<file path="src/rtl/mtr_pkg.sv">
package mtr_pkg;

  localparam logic [7:0] MT_UC  = 8'h00;
  localparam logic [7:0] MT_WC  = 8'h01;
  localparam logic [7:0] MT_WT  = 8'h04;
  localparam logic [7:0] MT_WP  = 8'h05;
  localparam logic [7:0] MT_WB  = 8'h06;
  localparam logic [7:0] MT_OFF = 8'hFF;

  localparam int IDX_W = 5;

  // one node of the precedence reduction tree
  typedef struct packed {
    logic       hit;
    logic       multi;
    logic [7:0] kind;
  } hitNode_t;

  // strobes from control to datapath
  typedef struct packed {
    logic             defWr;
    logic             tomWr;
    logic             fixWr;
    logic             varWr;
    logic             varMask;
    logic [IDX_W-1:0] idx;
    logic             capture;
  } cfgStrobe_t;

  function automatic hitNode_t mergeNodes(input hitNode_t a, input hitNode_t b);
    hitNode_t r;
    if (!a.hit) begin
      r = b;
    end else if (!b.hit) begin
      r = a;
    end else begin
      r.hit   = 1'b1;
      r.multi = 1'b1;
      if (a.kind == MT_UC || b.kind == MT_UC)
        r.kind = MT_UC;
      else if (a.kind == b.kind)
        r.kind = a.kind;
      else if ((a.kind == MT_WB && b.kind == MT_WT) || (a.kind == MT_WT && b.kind == MT_WB))
        r.kind = MT_WT;
      else
        r.kind = MT_UC;
    end
    return r;
  endfunction

endpackage

</file>
<file path="src/rtl/mtr_ctrl.sv">
module mtr_ctrl
  import mtr_pkg::*;
#(
  parameter int NUM_VAR   = 8,
  parameter int FIX_WORDS = 11,
  parameter int SEL_W     = 8
) (
  input  logic             clk,
  input  logic             rstN,
  input  logic             wrEn,
  input  logic [SEL_W-1:0] wrSel,
  input  logic             reqValid,
  output cfgStrobe_t       strobe,
  output logic             rspValid
);

  localparam logic [SEL_W-1:0] SEL_DEF = SEL_W'(8'h00);
  localparam logic [SEL_W-1:0] SEL_TOM = SEL_W'(8'h01);
  localparam logic [SEL_W-1:0] SEL_FIX = SEL_W'(8'h10);
  localparam logic [SEL_W-1:0] SEL_VAR = SEL_W'(8'h20);
  localparam logic [SEL_W-1:0] FIX_END = SEL_FIX + SEL_W'(FIX_WORDS);
  localparam logic [SEL_W-1:0] VAR_END = SEL_VAR + SEL_W'(2 * NUM_VAR);

  logic [SEL_W-1:0] fixOff;
  logic [SEL_W-1:0] varOff;

  assign fixOff = wrSel - SEL_FIX;
  assign varOff = wrSel - SEL_VAR;

  always_comb begin
    strobe         = '0;
    strobe.capture = reqValid;
    if (wrEn) begin
      if (wrSel == SEL_DEF) begin
        strobe.defWr = 1'b1;
      end else if (wrSel == SEL_TOM) begin
        strobe.tomWr = 1'b1;
      end else if (wrSel >= SEL_FIX && wrSel < FIX_END) begin
        strobe.fixWr = 1'b1;
        strobe.idx   = fixOff[IDX_W-1:0];
      end else if (wrSel >= SEL_VAR && wrSel < VAR_END) begin
        strobe.varWr   = 1'b1;
        strobe.varMask = varOff[0];
        strobe.idx     = varOff[IDX_W:1];
      end
    end
  end

  always_ff @(posedge clk) begin
    if (!rstN) rspValid <= 1'b0;
    else       rspValid <= reqValid;
  end

endmodule

</file>
<file path="src/rtl/mtr_dpath.sv">
module mtr_dpath
  import mtr_pkg::*;
#(
  parameter int ADDR_W  = 36,
  parameter int DATA_W  = 64,
  parameter int NUM_VAR = 8
) (
  input  logic              clk,
  input  logic              rstN,
  input  cfgStrobe_t        strobe,
  input  logic [DATA_W-1:0] wrData,
  input  logic [ADDR_W-1:0] reqAddr,
  output logic [7:0]        rspType
);

  localparam int PAGE_LSB    = 12;
  localparam int TOM_LSB     = 23;
  localparam int FIX_ENTRIES = 88;
  localparam int NODES       = 2 * NUM_VAR - 1;

  // configuration state
  logic [7:0]                    defKind;
  logic                          fixEn;
  logic                          varEn;
  logic [ADDR_W-1:TOM_LSB]       tomHi;
  logic [FIX_ENTRIES-1:0][7:0]   fixTab;
  logic [NUM_VAR-1:0][7:0]       varKind;
  logic [NUM_VAR-1:0][ADDR_W-1:PAGE_LSB] varBase;
  logic [NUM_VAR-1:0][ADDR_W-1:PAGE_LSB] varMaskBits;
  logic [NUM_VAR-1:0]            varValid;

  always_ff @(posedge clk) begin
    if (!rstN) begin
      defKind <= '0;
      fixEn   <= 1'b0;
      varEn   <= 1'b0;
      tomHi   <= '0;
    end else begin
      if (strobe.defWr) begin
        defKind <= wrData[7:0];
        fixEn   <= wrData[10];
        varEn   <= wrData[11];
      end
      if (strobe.tomWr) tomHi <= wrData[ADDR_W-1:TOM_LSB];
    end
  end

  for (genvar e = 0; e < FIX_ENTRIES; e++) begin : g_fix
    always_ff @(posedge clk) begin
      if (!rstN)
        fixTab[e] <= '0;
      else if (strobe.fixWr && strobe.idx == IDX_W'(e / 8))
        fixTab[e] <= wrData[8*(e%8) +: 8];
    end
  end

  for (genvar i = 0; i < NUM_VAR; i++) begin : g_var
    always_ff @(posedge clk) begin
      if (!rstN) begin
        varKind[i]     <= '0;
        varBase[i]     <= '0;
        varMaskBits[i] <= '0;
        varValid[i]    <= 1'b0;
      end else if (strobe.varWr && strobe.idx == IDX_W'(i)) begin
        if (strobe.varMask) begin
          varMaskBits[i] <= wrData[ADDR_W-1:PAGE_LSB];
          varValid[i]    <= wrData[11];
        end else begin
          varKind[i] <= wrData[7:0];
          varBase[i] <= wrData[ADDR_W-1:PAGE_LSB];
        end
      end
    end
  end

  // fixed-table index, three granularities
  logic       lowMeg;
  logic [6:0] fixIdx;
  logic [7:0] fixKind;

  assign lowMeg = (reqAddr[ADDR_W-1:20] == '0);

  always_comb begin
    if (!reqAddr[19])      fixIdx = {4'd0, reqAddr[18:16]};
    else if (!reqAddr[18]) fixIdx = 7'd8 + {3'd0, reqAddr[17:14]};
    else                   fixIdx = 7'd24 + {1'b0, reqAddr[17:12]};
  end

  assign fixKind = fixTab[fixIdx];

  // variable-range compare and precedence tree
  hitNode_t node [NODES];

  for (genvar i = 0; i < NUM_VAR; i++) begin : g_leaf
    logic [ADDR_W-1:PAGE_LSB] diff;
    assign diff                  = (reqAddr[ADDR_W-1:PAGE_LSB] ^ varBase[i]) & varMaskBits[i];
    assign node[NUM_VAR-1+i].hit   = varValid[i] && (diff == '0);
    assign node[NUM_VAR-1+i].multi = 1'b0;
    assign node[NUM_VAR-1+i].kind  = varKind[i];
  end

  for (genvar n = 0; n < NUM_VAR - 1; n++) begin : g_tree
    assign node[n] = mergeNodes(node[2*n+1], node[2*n+2]);
  end

  // upper-memory promotion
  logic above4G;
  logic tomHit;
  logic conflict;

  assign above4G  = |reqAddr[ADDR_W-1:32];
  assign tomHit   = (|tomHi) && above4G && (reqAddr < {tomHi, {TOM_LSB{1'b0}}});
  assign conflict = node[0].hit && node[0].multi && (node[0].kind == MT_UC);

  logic [7:0] nextType;

  always_comb begin
    if (!fixEn && !varEn)             nextType = MT_OFF;
    else if (fixEn && lowMeg)         nextType = fixKind;
    else if (!varEn)                  nextType = defKind;
    else if (tomHit && !conflict)     nextType = MT_WB;
    else if (node[0].hit)             nextType = node[0].kind;
    else                              nextType = defKind;
  end

  always_ff @(posedge clk) begin
    if (!rstN)               rspType <= '0;
    else if (strobe.capture) rspType <= nextType;
  end

endmodule

</file>
<file path="src/rtl/mtr_resolver.sv">
module mtr_resolver
  import mtr_pkg::*;
#(
  parameter int ADDR_W  = 36,
  parameter int DATA_W  = 64,
  parameter int SEL_W   = 8,
  parameter int NUM_VAR = 8
) (
  input  logic              clk,
  input  logic              rstN,
  input  logic              wrEn,
  input  logic [SEL_W-1:0]  wrSel,
  input  logic [DATA_W-1:0] wrData,
  input  logic              reqValid,
  input  logic [ADDR_W-1:0] reqAddr,
  output logic              rspValid,
  output logic [7:0]        rspType
);

  localparam int FIX_WORDS = 11;

  cfgStrobe_t strobe;

  mtr_ctrl #(
    .NUM_VAR  (NUM_VAR),
    .FIX_WORDS(FIX_WORDS),
    .SEL_W    (SEL_W)
  ) u_ctrl (
    .clk     (clk),
    .rstN    (rstN),
    .wrEn    (wrEn),
    .wrSel   (wrSel),
    .reqValid(reqValid),
    .strobe  (strobe),
    .rspValid(rspValid)
  );

  mtr_dpath #(
    .ADDR_W (ADDR_W),
    .DATA_W (DATA_W),
    .NUM_VAR(NUM_VAR)
  ) u_dpath (
    .clk    (clk),
    .rstN   (rstN),
    .strobe (strobe),
    .wrData (wrData),
    .reqAddr(reqAddr),
    .rspType(rspType)
  );

endmodule

</file>
<file path="config.mk">
export PLATFORM = sky130hd
export DESIGN_NAME = mtr_resolver
export DESIGN_NICKNAME = d
export VERILOG_FILES = /design/src/rtl/mtr_pkg.sv /design/src/rtl/mtr_ctrl.sv /design/src/rtl/mtr_dpath.sv /design/src/rtl/mtr_resolver.sv
export SDC_FILE = /design/constraint.sdc
export NUM_CORES = 2
export LEC_CHECK = 0
export BUFFER_PORTS_ARGS = -buffer_cell sky130_fd_sc_hd__buf_4
export CORE_MARGIN = 2
export CORE_UTILIZATION = 35
export CTS_CLUSTER_SIZE = 10
export DETAILED_ROUTE_END_ITERATION = 12
export MAX_ROUTING_LAYER = met4
export REMOVE_ABC_BUFFERS = 1
export SETUP_SLACK_MARGIN = 0.1
export SYNTH_ARGS = -nofsm -noshare
export SYNTH_HDL_FRONTEND = slang
export SYNTH_SLANG_ARGS = --single-unit
</file>
<file path="constraint.sdc">
create_clock -name clk -period 12.2 [get_ports clk]
set_clock_uncertainty 0.1 [all_clocks]
set_input_delay 1.22 -clock clk [delete_from_list [all_inputs] [get_ports clk]]
set_output_delay 1.22 -clock clk [all_outputs]
set_load 0.1 [all_outputs]
</file>
==> impl_metrics.csv <==
group,metric,value,unit
die,ios,121,
die,die_h,406,µm
place,port_buffers,108,
sta,tightestPinTransition,1230,ps
run,maxCapViolCount,0,
clocking,ctsResizeCount,0,
pwr,seqPwrFrac,0.476,
sta,slew_viol_final,0,
die,fp.coreArea,160000,µm²
final_layout,finalNetCount,6638,
drt,routed-via-count,46700,
yosys,synth_area,56500,µm²
pwr,p_leak,0.0206,µW
worst_setup_path,path_class,"primary input to flip-flop",
pwr,power_switching_share,0.248,
global_routing,grt-ovfl-total,0,
final_layout,drive_gt1_frac,0.0929,
yosys,syn_inst,6771,
final_layout,areaGrowthSynthToFinish,10.6,%
worst_setup_path,start_kind,"primary input",
drt,route.detailed.drc,0,
worst_setup_path,cp_max_fo,20,
clocking,path_clk_slew,50,ps
yosys,synth_area_leaders,"dfxtp_1 42%, nand2_1 17%, a21boi_0 15%",
sta,setup_viol,0,
yosys,synth-seq-cells,1192,
drt,drt-pass1-iter-count,6,
pwr,p_int,6170,µW
clocking,ctsHoldBuffers,0,
sta,rsz0062_at_grt,"no",
drt,ant_nets,0,
global_routing,grt_max_degree,297,
yosys,yosys.area_share.simple,0.205,
global_routing,antenna_found_initial,4,
clocking,clock_latency,780,ps
die,rows,147,
yosys,synthXorXnorAreaFrac,0.0382,
outcome,status,"finished, final reports clean",
drt,routedWlPerCell,21.2,µm
drt,via_per_inst,5.36,
sta,hold_viol,0,
final_layout,final_common_cell,"nand2_1",
global_routing,grt_pass1_vias,44600,
clocking,h-tree-depth,4,
final_layout,utilization,0.389,
global_routing,grt_use_total,0.226,
die,start_util,0.352,
sta,timing.fmax,161,MHz
die,die_x,406,µm
yosys,synth_mux_area_frac,0.0845,
die,fp.dieArea,165000,µm²
drt,wirelength,185000,µm
sta,post-route-min-period,6200,ps
worst_setup_path,critPathCaptureType,"flip-flop",
pwr,p_sw,2040,µW
place,gp_congestion,0.911,
clocking,clock-sinks,1192,
sta,timing.final.crit_share,0.508,
clocking,cts_buffer_depth,3,
hold_path,holdCritPathClass,"flip-flop to flip-flop",
yosys,synth-edff-count,0,
yosys,postSynthAreaPerCell,8.34,µm²
sta,slew-limit-headroom,0.179,
yosys,synth_top_family_by_area,"simple AND/OR/NAND/NOR gates",
sta,tns,0,ps
yosys,ys.flop_type,"dfxtp_1",
yosys,yosysWarningCount,0,
pwr,vdd_ir_drop_max,0.000135,V
pwr,combPwrFrac,0.067,
clocking,cts-root-buf,"clkbuf_16",
worst_setup_path,worstPathArrival,6770,ps
yosys,post-synth-top-area-fraction,0.423,
global_routing,grt_pass1_wl,278000,µm
pwr,powerDensity,131,nW/µm²
yosys,synth_adder_area_share,0.00288,
clocking,cts_buffers,140,
yosys,yosysUniqueCellTypes,78,
place,dpl.hpwl,106000,µm
pwr,clock_power_share,0.457,
worst_setup_path,crit_required,12780,ps
clocking,cts_tree,"yes",
drt,drt-initial-drc-count,4465,
yosys,synthArstFlopShare,0,
yosys,synth_compound_area_frac,0.204,
yosys,yosysSeqAreaShare,0.423,
clocking,post_cts_buffers,0,
final_layout,mostFrequentLayoutCells,"2537 x nand2_1, 1192 x dfxtp_1, 1164 x a21boi_0",
yosys,yosysTopAreaCell,"dfxtp_1",
-- per-stage QoR --
stage          setup WS, ps  instances  instance area, µm²  total power (µW)  hold WS, ps
2_1_floorplan          12.4       6189               54200              4240          340
3_3_place_gp           5380       8531               58600              4540          347
3_5_place_dp           5310       8531               58600              4540          354
4_1_cts                6100       8706               62400              8270          362
5_1_grt                5810       8706               62400              8450          379
6_report               6000       8707               62400              8210          361
-- cells by family (layout without fill, tap and decap cells) --
family                     count (synthesis)  count (layout)
and+or+nand+nor                         2897            2897
AOI/OAI and AO/OA                       1560            1560
DFF                                     1192            1192
buffers and inverters                    607             382
muxes                                    256             256
xor gates and xnor gates                 246             246
adders and majority gates                 13              13
other                                      0               1
-- per-layer routing --
metal | vias to the layer above | track usage | part of all wire
li1 | 22100 | - | -
met1 | 22900 | 0.302 | 0.45
met2 | 1432 | 0.357 | 0.46
met3 | 281 | 0.0343 | 0.066
met4 | 0 | 0.0617 | 0.025
met5 | - | - | 0
-- critical path, stage by stage --
cell	delay (ps)
buf_4	440
xor2_1	180
a22oi_1	220
nand4_1	160
nor4_1	880
o21ai_1	430
a31oi_1	420
xor2_1	130
or3_1	400
o31a_1	350
o21ai_1	330
xor2_1	170
and3_4	220
a311o_1	390
a311oi_4	420
nor2_2	90
o31ai_2	260
-- synthesized netlist by cell type (12+ instances only) --
| master | number |
|---|---|
| nand2_1 | 2545 |
| dfxtp_1 | 1192 |
| a21boi_0 | 1164 |
| clkbuf_1 | 494 |
| xor2_1 | 219 |
| mux4_2 | 176 |
| a22oi_1 | 115 |
| mux2i_1 | 73 |
| nor2_1 | 71 |
| a21oi_1 | 66 |
| buf_1 | 58 |
| nor2b_1 | 58 |
| nand4_1 | 55 |
| nand3_1 | 45 |
| o21ai_0 | 42 |
| a31oi_1 | 35 |
| nor4_1 | 31 |
| xnor2_1 | 27 |
| inv_1 | 25 |
| a211oi_1 | 24 |
| and2_1 | 22 |
| nor3_1 | 17 |
| buf_2 | 16 |
| ha_1 | 13 |
| o211ai_1 | 13 |
| a31o_2 | 12 |
-- power groups by stage --
stage	Sequential [µW]	Clock (µW)	Combinational [µW]
3_5_place_dp	3990	0	543
6_report	3910	3750	548
5_1_grt	3910	3970	568
4_1_cts	3910	3820	544
3_3_place_gp	3990	0	543
2_1_floorplan	4000	0	232
-- registers in the layout, indices dropped and copies added (netlist names) --
signal / count
u_dpath.fixTab: 704
u_dpath.varEn: 1
u_dpath.tomHi: 13
u_dpath.varMaskBits: 192
u_dpath.varValid: 8
u_dpath.varBase: 192
u_dpath.rspType: 8
u_dpath.node: 64
u_dpath.fixEn: 1
u_dpath.defKind: 8
u_ctrl.rspValid: 1
-- worst paths after layout --
| kind | from | endpoint | slack (ps) | cells past startpoint |
|---|---|---|---|---|
| worst max register to register | u_dpath.varBase[189] | u_dpath.rspType[3] | 6540 | 16 |
| worst min-delay path | u_dpath.fixTab[459] | u_dpath.fixTab[459] | 360 | 2 |
| worst min register to register | u_dpath.fixTab[459] | u_dpath.fixTab[459] | 360 | 2 |
| worst max-delay path | reqAddr[19] | u_dpath.rspType[3] | 6000 | 17 |
-- layout make-up --
type | instances | area [µm²]
fill | 16200 | 97900
timing repair buffer | 182 | 1440
multi-input combinational | 4972 | 30500
antenna | 1 | 2.50
clock buffer | 160 | 3650
inverter | 25 | 93.8
sequential | 1192 | 23900
tap | 2160 | 2700
clock inverter | 15 | 204
(Power assumes the default switching activity.)
